File: config.mk
export PLATFORM = sky130hd
export DESIGN_NAME = irqc_top
export DESIGN_NICKNAME = d
export VERILOG_FILES = /design/src/rtl/irqc_pkg.sv /design/src/rtl/irqc_rst_sync.sv /design/src/rtl/irqc_src_cell.sv /design/src/rtl/irqc_lowest_idx.sv /design/src/rtl/irqc_top.sv
export SDC_FILE = /design/constraint.sdc
export NUM_CORES = 1
export LEC_CHECK = 0
export BUFFER_PORTS_ARGS = -buffer_cell sky130_fd_sc_hd__buf_2
export CORE_MARGIN = 2
export CORE_UTILIZATION = 60
export CTS_BUF_LIST = sky130_fd_sc_hd__clkbuf_8
export DETAILED_ROUTE_END_ITERATION = 10
export MAX_ROUTING_LAYER = met4
export PLACE_DENSITY = 0.85
export SYNTH_ARGS = -nofsm -noshare
export SYNTH_HDL_FRONTEND = slang
export SYNTH_HIERARCHICAL = 1
export SYNTH_SLANG_ARGS = --single-unit
File: constraint.sdc
create_clock -name clk -period 3.9 [get_ports clk]
set_input_delay 0.39 -clock clk [delete_from_list [all_inputs] [get_ports clk]]
set_output_delay 0.39 -clock clk [all_outputs]
set_load 0.02 [all_outputs]
File: src/rtl/irqc_pkg.sv
package irqc_pkg;

  // Word-address map of the register bus
  typedef enum logic [2:0] {
    RS_STAT = 3'd0,
    RS_PEND = 3'd1,
    RS_ENA  = 3'd2,
    RS_ACK  = 3'd3,
    RS_SETE = 3'd4,
    RS_CLRE = 3'd5,
    RS_VEC  = 3'd6,
    RS_MCTL = 3'd7
  } reg_sel_e;

  localparam int BUS_W    = 32;
  localparam int MCTL_ME  = 0;  // drives the output
  localparam int MCTL_HIE = 1;  // lets requests latch

  localparam logic [BUS_W-1:0] VEC_NONE = {BUS_W{1'b1}};

endpackage

File: src/rtl/irqc_rst_sync.sv
module irqc_rst_sync (
  input  logic clk,
  input  logic rst_n,
  output logic rst_sync_n
);
  logic [1:0] sync_q;

  always_ff @(posedge clk or negedge rst_n) begin
    if (!rst_n) sync_q <= 2'b00;
    else        sync_q <= {sync_q[0], 1'b1};
  end

  assign rst_sync_n = sync_q[1];
endmodule

File: src/rtl/irqc_src_cell.sv
module irqc_src_cell #(
  parameter bit EDGE = 1'b0
) (
  input  logic clk,
  input  logic rst_n,
  input  logic line_i,
  input  logic latch_en_i,
  input  logic ack_i,
  output logic stat_o
);
  logic evt;
  logic stat_q, stat_d;

  generate
    if (EDGE) begin : g_edge
      logic line_q;
      always_ff @(posedge clk or negedge rst_n) begin
        if (!rst_n) line_q <= 1'b0;
        else        line_q <= line_i;
      end
      assign evt = line_i & ~line_q;
    end else begin : g_level
      assign evt = line_i;
    end
  endgenerate

  // a fresh event outranks a same-cycle acknowledge
  always_comb begin
    stat_d = stat_q;
    if (ack_i)             stat_d = 1'b0;
    if (evt && latch_en_i) stat_d = 1'b1;
  end

  always_ff @(posedge clk or negedge rst_n) begin
    if (!rst_n) stat_q <= 1'b0;
    else        stat_q <= stat_d;
  end

  assign stat_o = stat_q;
endmodule

File: src/rtl/irqc_lowest_idx.sv
module irqc_lowest_idx #(
  parameter int N     = 32,
  parameter int IDX_W = (N > 1) ? $clog2(N) : 1
) (
  input  logic [N-1:0]     vec_i,
  output logic             found_o,
  output logic [IDX_W-1:0] idx_o
);
  always_comb begin
    found_o = 1'b0;
    idx_o   = '0;
    for (int i = N - 1; i >= 0; i--) begin
      if (vec_i[i]) begin
        found_o = 1'b1;
        idx_o   = i[IDX_W-1:0];
      end
    end
  end
endmodule

File: src/rtl/irqc_top.sv
module irqc_top
  import irqc_pkg::*;
#(
  parameter int               NUM_SRC   = 32,
  parameter logic [NUM_SRC-1:0] EDGE_MASK = {NUM_SRC{1'b0}}
) (
  input  logic               clk,
  input  logic               rst_n,
  input  logic [NUM_SRC-1:0] src_i,
  input  logic               bus_wr_i,
  input  logic [2:0]         bus_addr_i,
  input  logic [31:0]        bus_wdata_i,
  output logic [31:0]        bus_rdata_o,
  output logic               irq_o
);
  localparam int IDX_W = (NUM_SRC > 1) ? $clog2(NUM_SRC) : 1;

  logic               rst_sn;
  reg_sel_e           reg_sel;
  logic [NUM_SRC-1:0] wd_lo;
  logic [NUM_SRC-1:0] ena_q, ena_d;
  logic               ena_ce;
  logic [1:0]         mctl_q, mctl_d;
  logic               mctl_ce;
  logic [NUM_SRC-1:0] ack_vec;
  logic [NUM_SRC-1:0] stat;
  logic [NUM_SRC-1:0] pend;
  logic               vec_found;
  logic [IDX_W-1:0]   vec_idx;

  irqc_rst_sync u_rst (
    .clk        (clk),
    .rst_n      (rst_n),
    .rst_sync_n (rst_sn)
  );

  assign reg_sel = reg_sel_e'(bus_addr_i);
  assign wd_lo   = bus_wdata_i[NUM_SRC-1:0];
  assign ack_vec = (bus_wr_i && reg_sel == RS_ACK) ? wd_lo : '0;

  // one latch cell per request line
  generate
    for (genvar g = 0; g < NUM_SRC; g++) begin : g_src
      irqc_src_cell #(.EDGE(EDGE_MASK[g])) u_cell (
        .clk        (clk),
        .rst_n      (rst_sn),
        .line_i     (src_i[g]),
        .latch_en_i (mctl_q[MCTL_HIE]),
        .ack_i      (ack_vec[g]),
        .stat_o     (stat[g])
      );
    end
  endgenerate

  // enable mask: next state
  always_comb begin
    ena_ce = 1'b0;
    ena_d  = ena_q;
    if (bus_wr_i) begin
      case (reg_sel)
        RS_ENA:  begin ena_ce = 1'b1; ena_d = wd_lo;          end
        RS_SETE: begin ena_ce = 1'b1; ena_d = ena_q | wd_lo;  end
        RS_CLRE: begin ena_ce = 1'b1; ena_d = ena_q & ~wd_lo; end
        default: ;
      endcase
    end
  end

  // master control: next state
  always_comb begin
    mctl_ce = bus_wr_i && (reg_sel == RS_MCTL);
    mctl_d  = bus_wdata_i[1:0];
  end

  always_ff @(posedge clk or negedge rst_sn) begin
    if (!rst_sn) begin
      ena_q  <= '0;
      mctl_q <= '0;
    end else begin
      if (ena_ce)  ena_q  <= ena_d;
      if (mctl_ce) mctl_q <= mctl_d;
    end
  end

  assign pend = stat & ena_q;

  irqc_lowest_idx #(.N(NUM_SRC), .IDX_W(IDX_W)) u_enc (
    .vec_i   (pend),
    .found_o (vec_found),
    .idx_o   (vec_idx)
  );

  // read mux
  always_comb begin
    bus_rdata_o = '0;
    case (reg_sel)
      RS_STAT: bus_rdata_o[NUM_SRC-1:0] = stat;
      RS_PEND: bus_rdata_o[NUM_SRC-1:0] = pend;
      RS_ENA:  bus_rdata_o[NUM_SRC-1:0] = ena_q;
      RS_VEC: begin
        if (vec_found) bus_rdata_o[IDX_W-1:0] = vec_idx;
        else           bus_rdata_o = VEC_NONE;
      end
      RS_MCTL: bus_rdata_o[1:0] = mctl_q;
      default: bus_rdata_o = '0;
    endcase
  end

  assign irq_o = mctl_q[MCTL_ME] & (|pend);

endmodule

-- Yosys cells after proc, flatten, opt, wreduce, memory -nomap -nowiden
Cells that the tools add are included.
- flip-flop bits (word level): 68
- output and inout port bits: 33
- logic and storage cells: 254
- eq/ne operators: 7
- mux-type cells: 136
- bitwise logic cells: 5
- reduce and logical (&&, ||, !) cells: 71
- operator list (cell ; number):
    5-bit two-way mux ; 33
    30-bit one-hot mux with 4 select lines ; 1
    1-bit two-way mux ; 98
    32-bit one-hot mux with 3 select lines ; 1
    32-bit AND ; 2
    2-bit nonzero test ; 32
    1-bit logical AND ; 34
    32-bit two-way mux ; 1
    32-bit NOT ; 1
    32-bit OR ; 1
    32-bit OR reduction ; 1
    27-bit two-way mux ; 1
    3-bit equality test, second input constant ; 4
    2-bit one-hot mux with 5 select lines ; 1
    3-bit by 2-bit equality test with 1-bit output, second input constant ; 2
    3-bit by 1-bit equality test with 1-bit output, second input constant ; 1
    3-bit logical NOT ; 1
    3-bit AND reduction ; 1
    3-bit nonzero test ; 1
    3-bit OR reduction ; 1
    1-bit AND ; 1

-- Logic depth before layout (Yosys ltp)
Gate-level depths: netlist of run 1.
- depth after elaboration: 35
- depth in mapped cells: 11
- gate-level depth less buffers: 11

-- Hierarchy
The synthesis of run 1 kept the hierarchy.
- by module, submodules not included (module ; times used ; cells an instance ; area each (um^2)):
    irqc_top ; 1 ; 439 ; 3308.2
    irqc_src_cell ; 32 ; 4 ; 41.3
    irqc_lowest_idx ; 1 ; 65 ; 370.4
    irqc_rst_sync ; 1 ; 3 ; 53.8

-- Worst setup path before layout of run 1
No wires, ideal clock.
- kind: reg-to-output
- from: register g_src[20].u_cell.stat_q
- to: output port bus_rdata_o[10]
- arrival time: 2374 ps
- slack: 1136 ps
- cell stages (with the launch flop): 10
- path buffers: 1
- path through: dfrtp_1 nand2_1 inv_1 or4_4 nor3_1 nand3b_1 nand3b_2 buf_2 o21a_1 o22ai_1
- word-level cells in the longest chain between the ends: 24
- ends and longest elaborated chain (what ; RTL line ; RTL):
    from (decl) ; irqc_src_cell.sv:12 ; logic stat_q, stat_d;
    from (signal assigned) ; irqc_src_cell.sv:36 ; else stat_q <= stat_d;
    32-bit AND ; irqc_top.sv:85 ; assign pend = stat & ena_q;
    via pend[20] ; irqc_top.sv:27 ; logic [NUM_SRC-1:0] pend;
    1-bit two-way mux (21 in a row) ; irqc_lowest_idx.sv:13 ; if (vec_i[i]) begin
    via vec_found ; irqc_top.sv:28 ; logic vec_found;
    27-bit two-way mux ; irqc_top.sv:101 ; if (vec_found) bus_rdata_o[IDX_W-1:0] = vec_idx;
    30-bit one-hot mux with 4 select lines ; irqc_top.sv:96 ; case (reg_sel)
    to (decl) ; irqc_top.sv:13 ; output logic [31:0] bus_rdata_o,
The timed path passes the listed nets, and every way through them passes these cells.

-- Final worst setup path of run 1
- from: register g_src[24].u_cell.stat_q
- to: output port bus_rdata_o[31]
- word-level cells in the longest chain between the ends: 28
- ends and longest elaborated chain (what ; RTL line):
    from (decl) ; irqc_src_cell.sv:12
    from (signal assigned) ; irqc_src_cell.sv:36
    32-bit AND ; irqc_top.sv:85
    via pend[24] ; irqc_top.sv:27
    1-bit two-way mux (25 in a row) ; irqc_lowest_idx.sv:13
    via vec_found ; irqc_top.sv:28
    27-bit two-way mux ; irqc_top.sv:101
    30-bit one-hot mux with 4 select lines ; irqc_top.sv:96
The timed path passes the listed nets, and every way through them passes these cells.

==> results.md, run 1 <==
- Outcome: finished, final reports clean
- Die area: 9170 sq um
- Avg Vias per Cell: 5.99
- Synth cell types: 47
- H-tree depth: 3
- Clock transition at the registers of the reported paths: 80 ps
- Setup TNS: 0 ps
- Total power per unit cell area: 436 nW/um^2
- Die X: 95.8 microns
- Residual DRC: 0
- Minimum clock period: 3640 ps
- Synthesized Nets: 705
- Vias in the first global route: 4567
- CTS sink cnt: 68
- Asr flop ratio synth: 100%
- Worst path arrival time: 3250 ps
- Total CTS buffers: 9
- Root Buffer: clkbuf_8
- Switch Pwr: 1.01 mW
- Total inserted antenna cells: 0
- Setup crit end kind: output port
- Top cell type's share of synthesized area: 33.7%
- Final hold violations: 0
- Total power: 2.50 mW
- Leading area contributor after synthesis: dfrtp_1
- Row Count: 33
- Post-synthesis sequential area ratio: 33.7%
- Layout cell share with drive strength beyond 1: 26.3%
- Drt wl/cell: 16.0 microns
- Io pins: 103
- Via count: 4951
- Clock network power share: 23.2%
- Register bit count reported by yosys: 68
- Iteration-0 DRC Markers: 284
- Worst hold slack: 234 ps
- Clk_skew: 14.1 ps
- # Max-Cap Violations: 0
- Relative slew margins: 18.6%
- Comb pwr share: 38.8%
- Chip Height: 95.8 microns
- Initial antenna violation count: 0
- Overflow after GRT: 0
- Fin crit share: 93.3%
- Final setup fails: 0
- Internal Power: 1.49 mW
- GRT Resource Usage Total: 30.6%
- Ranking of synthesized cells by area: dfrtp_1, mux2i_1, o21ai_2
- Design area: 5740 sq um
- First-pass GRT wire length: 21400 microns
- Seq pwr share: 38.0%
- CP Class: reg2out
- CTS tree: yes
- CP Max Fanout: 16
- Clk buf depth: 2
- LEAKAGE: 2.83 nW
- Startpoint Class: register
- Post-DP Area: 5530 sq um
- First-pass DRT Iterations: 5
- Max Slew Vio Count: 0
- Cell area after synthesis: 5050 sq um
- RSZ-0062 raised after global routing: false
- Yosys warning count: 6
- Clk_lat worst skew: 360 ps
- DP HPWL: 9100 microns
- GPL Wtd Cong: 0.876
- Commonest non-fill, non-tap cells in the layout: buf_2, nand2_1, inv_1, dfrtp_1, a21oi_1
- Mean Syn Cell Area: 7.96 sq um
- Least-Margin Pin Slew: 1220 ps
- Sw Ratio: 40.3%
- Detailed Route WL: 13300 microns
- Starting Density: 61.8%
- Number of flops mapped to enable cells by yosys: 0
- Post-DRT Antenna Nets: 0
- Layout area overhead: 13.6%
- Gate Count Post-Synth: 635
- Top_reg_cell synth: dfrtp_1
- Most common cell after layout, fill and taps aside: buf_2
- Nets: 787
- Fmax: 275 MHz
- Hold Crit Class: in2reg
- CP required: 3510 ps
- # port buffers: 102
- Maximum VDD drop: 0.259 mV
- Largest net degree at the start of global routing: 62
- Core area: 8180 sq um
## final cells by class
type / instances / area [sq um]
Multi-Input combinational cell: 455 / 2850
Fill cell: 686 / 2440
Inverter: 72 / 270
Sequential cell: 68 / 1700
Timing Repair Buffer: 111 / 593
Clock inverter: 7 / 70.1
Tap cell: 105 / 131
Clock buffer: 9 / 124
## critical path, cell delays in order (launching register included)
cell and delay (ps):
dfrtp_1 410, nand2_1 150, inv_1 100, nor4_1 390, nand3_1 170, nor3_1 280, nand3b_1 230, nand3b_4 300
buf_4 300, o21a_1 120, o22ai_1 220, buf_2 220
## state kept, by name, indices dropped and copies added (netlist names)
| register | flops |
|---|---|
| ena_q | 32 |
| g_src.u_cell/stat_o | 32 |
| mctl_q | 2 |
| u_rst/sync_q | 2 |
## synthesized netlist by cell type (2+ instances only)
library cell,n
o21ai_0,35
nand3b_1,4
o22a_1,3
o311ai_0,2
dfrtp_1,68
buf_4,3
clkbuf_1,15
nor3b_1,2
a211oi_1,2
buf_2,11
and2_1,33
nand2b_1,3
a22o_1,2
o31ai_1,2
buf_6,10
a31oi_1,4
o21ai_2,32
inv_1,72
a2111oi_0,2
mux2_2,2
mux2i_1,32
nor2b_1,4
nor3b_2,2
nand3_1,35
nor3_1,6
a21oi_1,46
o21a_1,28
nor4_1,7
nor2_1,20
nand4_1,9
a21oi_2,20
nand2_1,74
o22ai_1,31
## power groups by stage
stage / clock, mW / sequential, mW / combinational, mW
after floorplan: 0 / 0.945 / 0.706
after global placement: 0 / 0.950 / 0.921
after detailed placement: 0 / 0.960 / 0.956
after CTS: 0.588 / 0.949 / 0.961
after global routing: 0.621 / 0.967 / 1.07
final: 0.580 / 0.951 / 0.971
## layer usage
metal,vias to the layer above,global-route usage (%),wire length [microns]
met2,183,50.2,6530
met1,2369,38.7,5690
met4,0,10.4,286
met5,-,-,0
li1,2371,-,-
met3,28,5.32,757
## kinds of logic (layout without fill, tap and decap cells)
| group | Yosys count | count (layout) | synth area share [%] |
|---|---|---|---|
| compound gates | 215 | 215 | 28.6 |
| buf+inv | 112 | 199 | 10.3 |
| flops | 68 | 68 | 33.7 |
| mux | 34 | 34 | 6.78 |
| other cells | 1 | 1 | 0.0742 |
| simple gates | 205 | 205 | 20.5 |
## through the flow
stage	util (%)	setup slack [ps]	std cells
after floorplan	-	1140	635
after global placement	67.6	713	810
after detailed placement	67.6	622	810
after CTS	70.1	214	827
after global routing	70.2	90.0	827
final	70.2	262	827
## final timing paths
check / startpoint / end / slack [ps] / cells past startpoint
worst max-delay path: g_src[24].u_cell/stat_o / bus_rdata_o[31] / 260 / 11
worst min-delay path: src_i[1] / g_src[1].u_cell/stat_o / 230 / 3
worst max register to register: u_rst/sync_q[1] / g_src[8].u_cell/stat_o / 2590 / 1
worst min register to register: u_rst/sync_q[0] / u_rst/sync_q[1] / 370 / 0
max in group asynchronous: u_rst/sync_q[1] / g_src[8].u_cell/stat_o / 2590 / 1
min in group asynchronous: rst_n / u_rst/sync_q[1] / 330 / 2
## repair_timing
action | in CTS | in global routing
hold endpoints to repair | 2 | 0
hold buffers | 1 | 0
setup buffers | 0 | 0
resized for setup | 0 | 1
setup endpoints to repair | 0 | 12
(Power assumes the default switching activity.)
==> run 2, diff against run 1 <==
--- a/config.mk
+++ b/config.mk
@@ -6,7 +6,8 @@
 export NUM_CORES = 1
 export LEC_CHECK = 0
 export BUFFER_PORTS_ARGS = -buffer_cell sky130_fd_sc_hd__buf_2
-export CORE_MARGIN = 2
+export CORE_ASPECT_RATIO = 1.2
+export CORE_MARGIN = 5
 export CORE_UTILIZATION = 60
 export CTS_BUF_LIST = sky130_fd_sc_hd__clkbuf_8
 export DETAILED_ROUTE_END_ITERATION = 10
==> run 2 against run 1 <==
Sequential cell count stayed put. Hold slack gained 5.3 ps. Routed wire length rose by 4.6%. Maximum frequency increased by 3.1%. Critical path depth down 1. Critical path type unchanged. Worst setup slack better by 110 ps. First-iteration DRC count up 24%.
==> results.md, run 2 (synthesized netlist as in run 1, its figures left out) <==
- GRT Resource Usage Total: 28.2%
- First-pass GRT wire length: 23400 microns
- LEAKAGE: 2.86 nW
- Post-CTS Setup Inserts: 0
- Worst-path cell chain: nand2_1 -> inv_1 -> nor4_1 -> nand3_1 -> nor3_1 -> nand3b_1 -> nand3b_4 -> o21a_1 -> o22ai_1 -> buf_2
- Root Buffer: clkbuf_8
- CTS sink cnt: 68
- Starting Density: 61.6%
- Worst hold start: src_i[23]
- Drt wl/cell: 16.6 microns
- Register area: 1700 sq um
- Max Slew Vio Count: 0
- Final setup fails: 0
- # Max-Cap Violations: 0
- CP required: 3510 ps
- DP HPWL: 9640 microns
- # port buffers: 102
- Setup TNS: 0 ps
- Residual DRC: 0
- Avg Vias per Cell: 5.95
- CP Max Fanout: 27
- CP top delay family: simple AND/OR/NAND/NOR gates
- Nets: 789
- Layout area overhead: 14.2%
- Io pins: 103
- Minimum clock period: 3530 ps
- Detailed Route WL: 13900 microns
- Chip Height: 111 microns
- RSZ-0062 raised after global routing: false
- Final hold violations: 0
- Startpoint Class: register
- Least-Margin Pin Slew: 795 ps
- Post-DRT Antenna Nets: 0
- Maximum VDD drop: 0.231 mV
- Relative slew margins: 47.0%
- Fin crit share: 90.5%
- Setup crit end kind: output port
- Fmax: 283 MHz
- Initial antenna violation count: 0
- H-tree depth: 3
- Vias in the first global route: 4963
- Iteration-0 DRC Markers: 352
- Row Count: 36
- Area of the multi-input gates: 2850 sq um
- Clk_lat worst skew: 350 ps
- Most common cell after layout, fill and taps aside: buf_2
- Final design utilization: 70.4%
- Worst Setup SP: g_src[24].u_cell/stat_o
- # fillers: 701
- Total inserted antenna cells: 0
- Hold Crit Class: in2reg
- Clk buf depth: 2
- Dpl cells: 821
- Die X: 93.8 microns
- Total CTS buffers: 9
- Via count: 4988
- Total power per unit cell area: 434 nW/um^2
- Worst path bufs/invs: 2
- Core area: 8200 sq um
- Dpl ws: 515 ps
- CP Class: reg2out
- CP max stage delay: 460 ps
- GPL Wtd Cong: 0.913
- Final worst setup slack: 371 ps
- Overflow after GRT: 0
- Commonest non-fill, non-tap cells in the layout: buf_2, nand2_1, inv_1, dfrtp_1, a21oi_1
- Layout Cells excl Fill: 838
- Worst path arrival time: 3140 ps
- Layout cell share with drive strength beyond 1: 26.4%
- Clock transition at the registers of the reported paths: 70 ps
- Largest net degree at the start of global routing: 61
- R2R Path Start: u_rst/sync_q[1]
- Outcome: finished, final reports clean
- CTS tree: yes
- Die area: 10400 sq um
- First-pass DRT Iterations: 5
- Slowest cell on crit path: nand3b_4
- Clk_skew: 6.16 ps
- Total power: 2.50 mW
[run 2: cell type report]
cell class                 count  share of cell area, %
sequential                    68                   29.5
timing repair buffer         113                   10.5
clock inverter                 2                  0.130
clock buffer                  14                   3.34
multi-input combinational    455                   49.3
inverter                      72                   4.68
tap                          114                   2.47
[run 2: metal layers]
layer | global-route usage, % | vias to the layer above | wire length (microns) | share of wire [%]
met5 | - | - | 0 | 0
met4 | 11.7 | 0 | 378 | 2.7
met3 | 3.67 | 39 | 893 | 6.4
met2 | 46.2 | 207 | 7120 | 51
met1 | 34.7 | 2365 | 5480 | 40
li1 | - | 2377 | - | -
[run 2: what timing repair did]
item,in CTS,in global routing
setup endpoints to repair,0,27
hold buffers,1,0
resized for setup,0,1
hold endpoints to repair,2,0
[run 2: final timing paths]
check / end / slack [ps] / cells after the start
max in group asynchronous: ena_q[11] / 2610 / 1
worst min register to register: g_src[2].u_cell/stat_o / 340 / 0
worst max register to register: ena_q[11] / 2610 / 1
worst max-delay path: bus_rdata_o[16] / 370 / 10
min in group asynchronous: g_src[2].u_cell/stat_o / 340 / 0
worst min-delay path: g_src[23].u_cell/stat_o / 240 / 3
[run 2: through the flow]
step	hold WS (ps)	cell area (sq um)
3_5_place_dp	179	5550
3_3_place_gp	175	5550
5_1_grt	241	5770
2_1_floorplan	94.4	5050
6_report	239	5770
4_1_cts	233	5760
[run 2: power by group]
group | total, mW | leakage [nW] | internal, mW | switching, mW
clock | 0.579 | 0.111 | 0.314 | 0.265
sequential | 0.948 | 0.737 | 0.835 | 0.113
combinational | 0.976 | 2.01 | 0.367 | 0.609
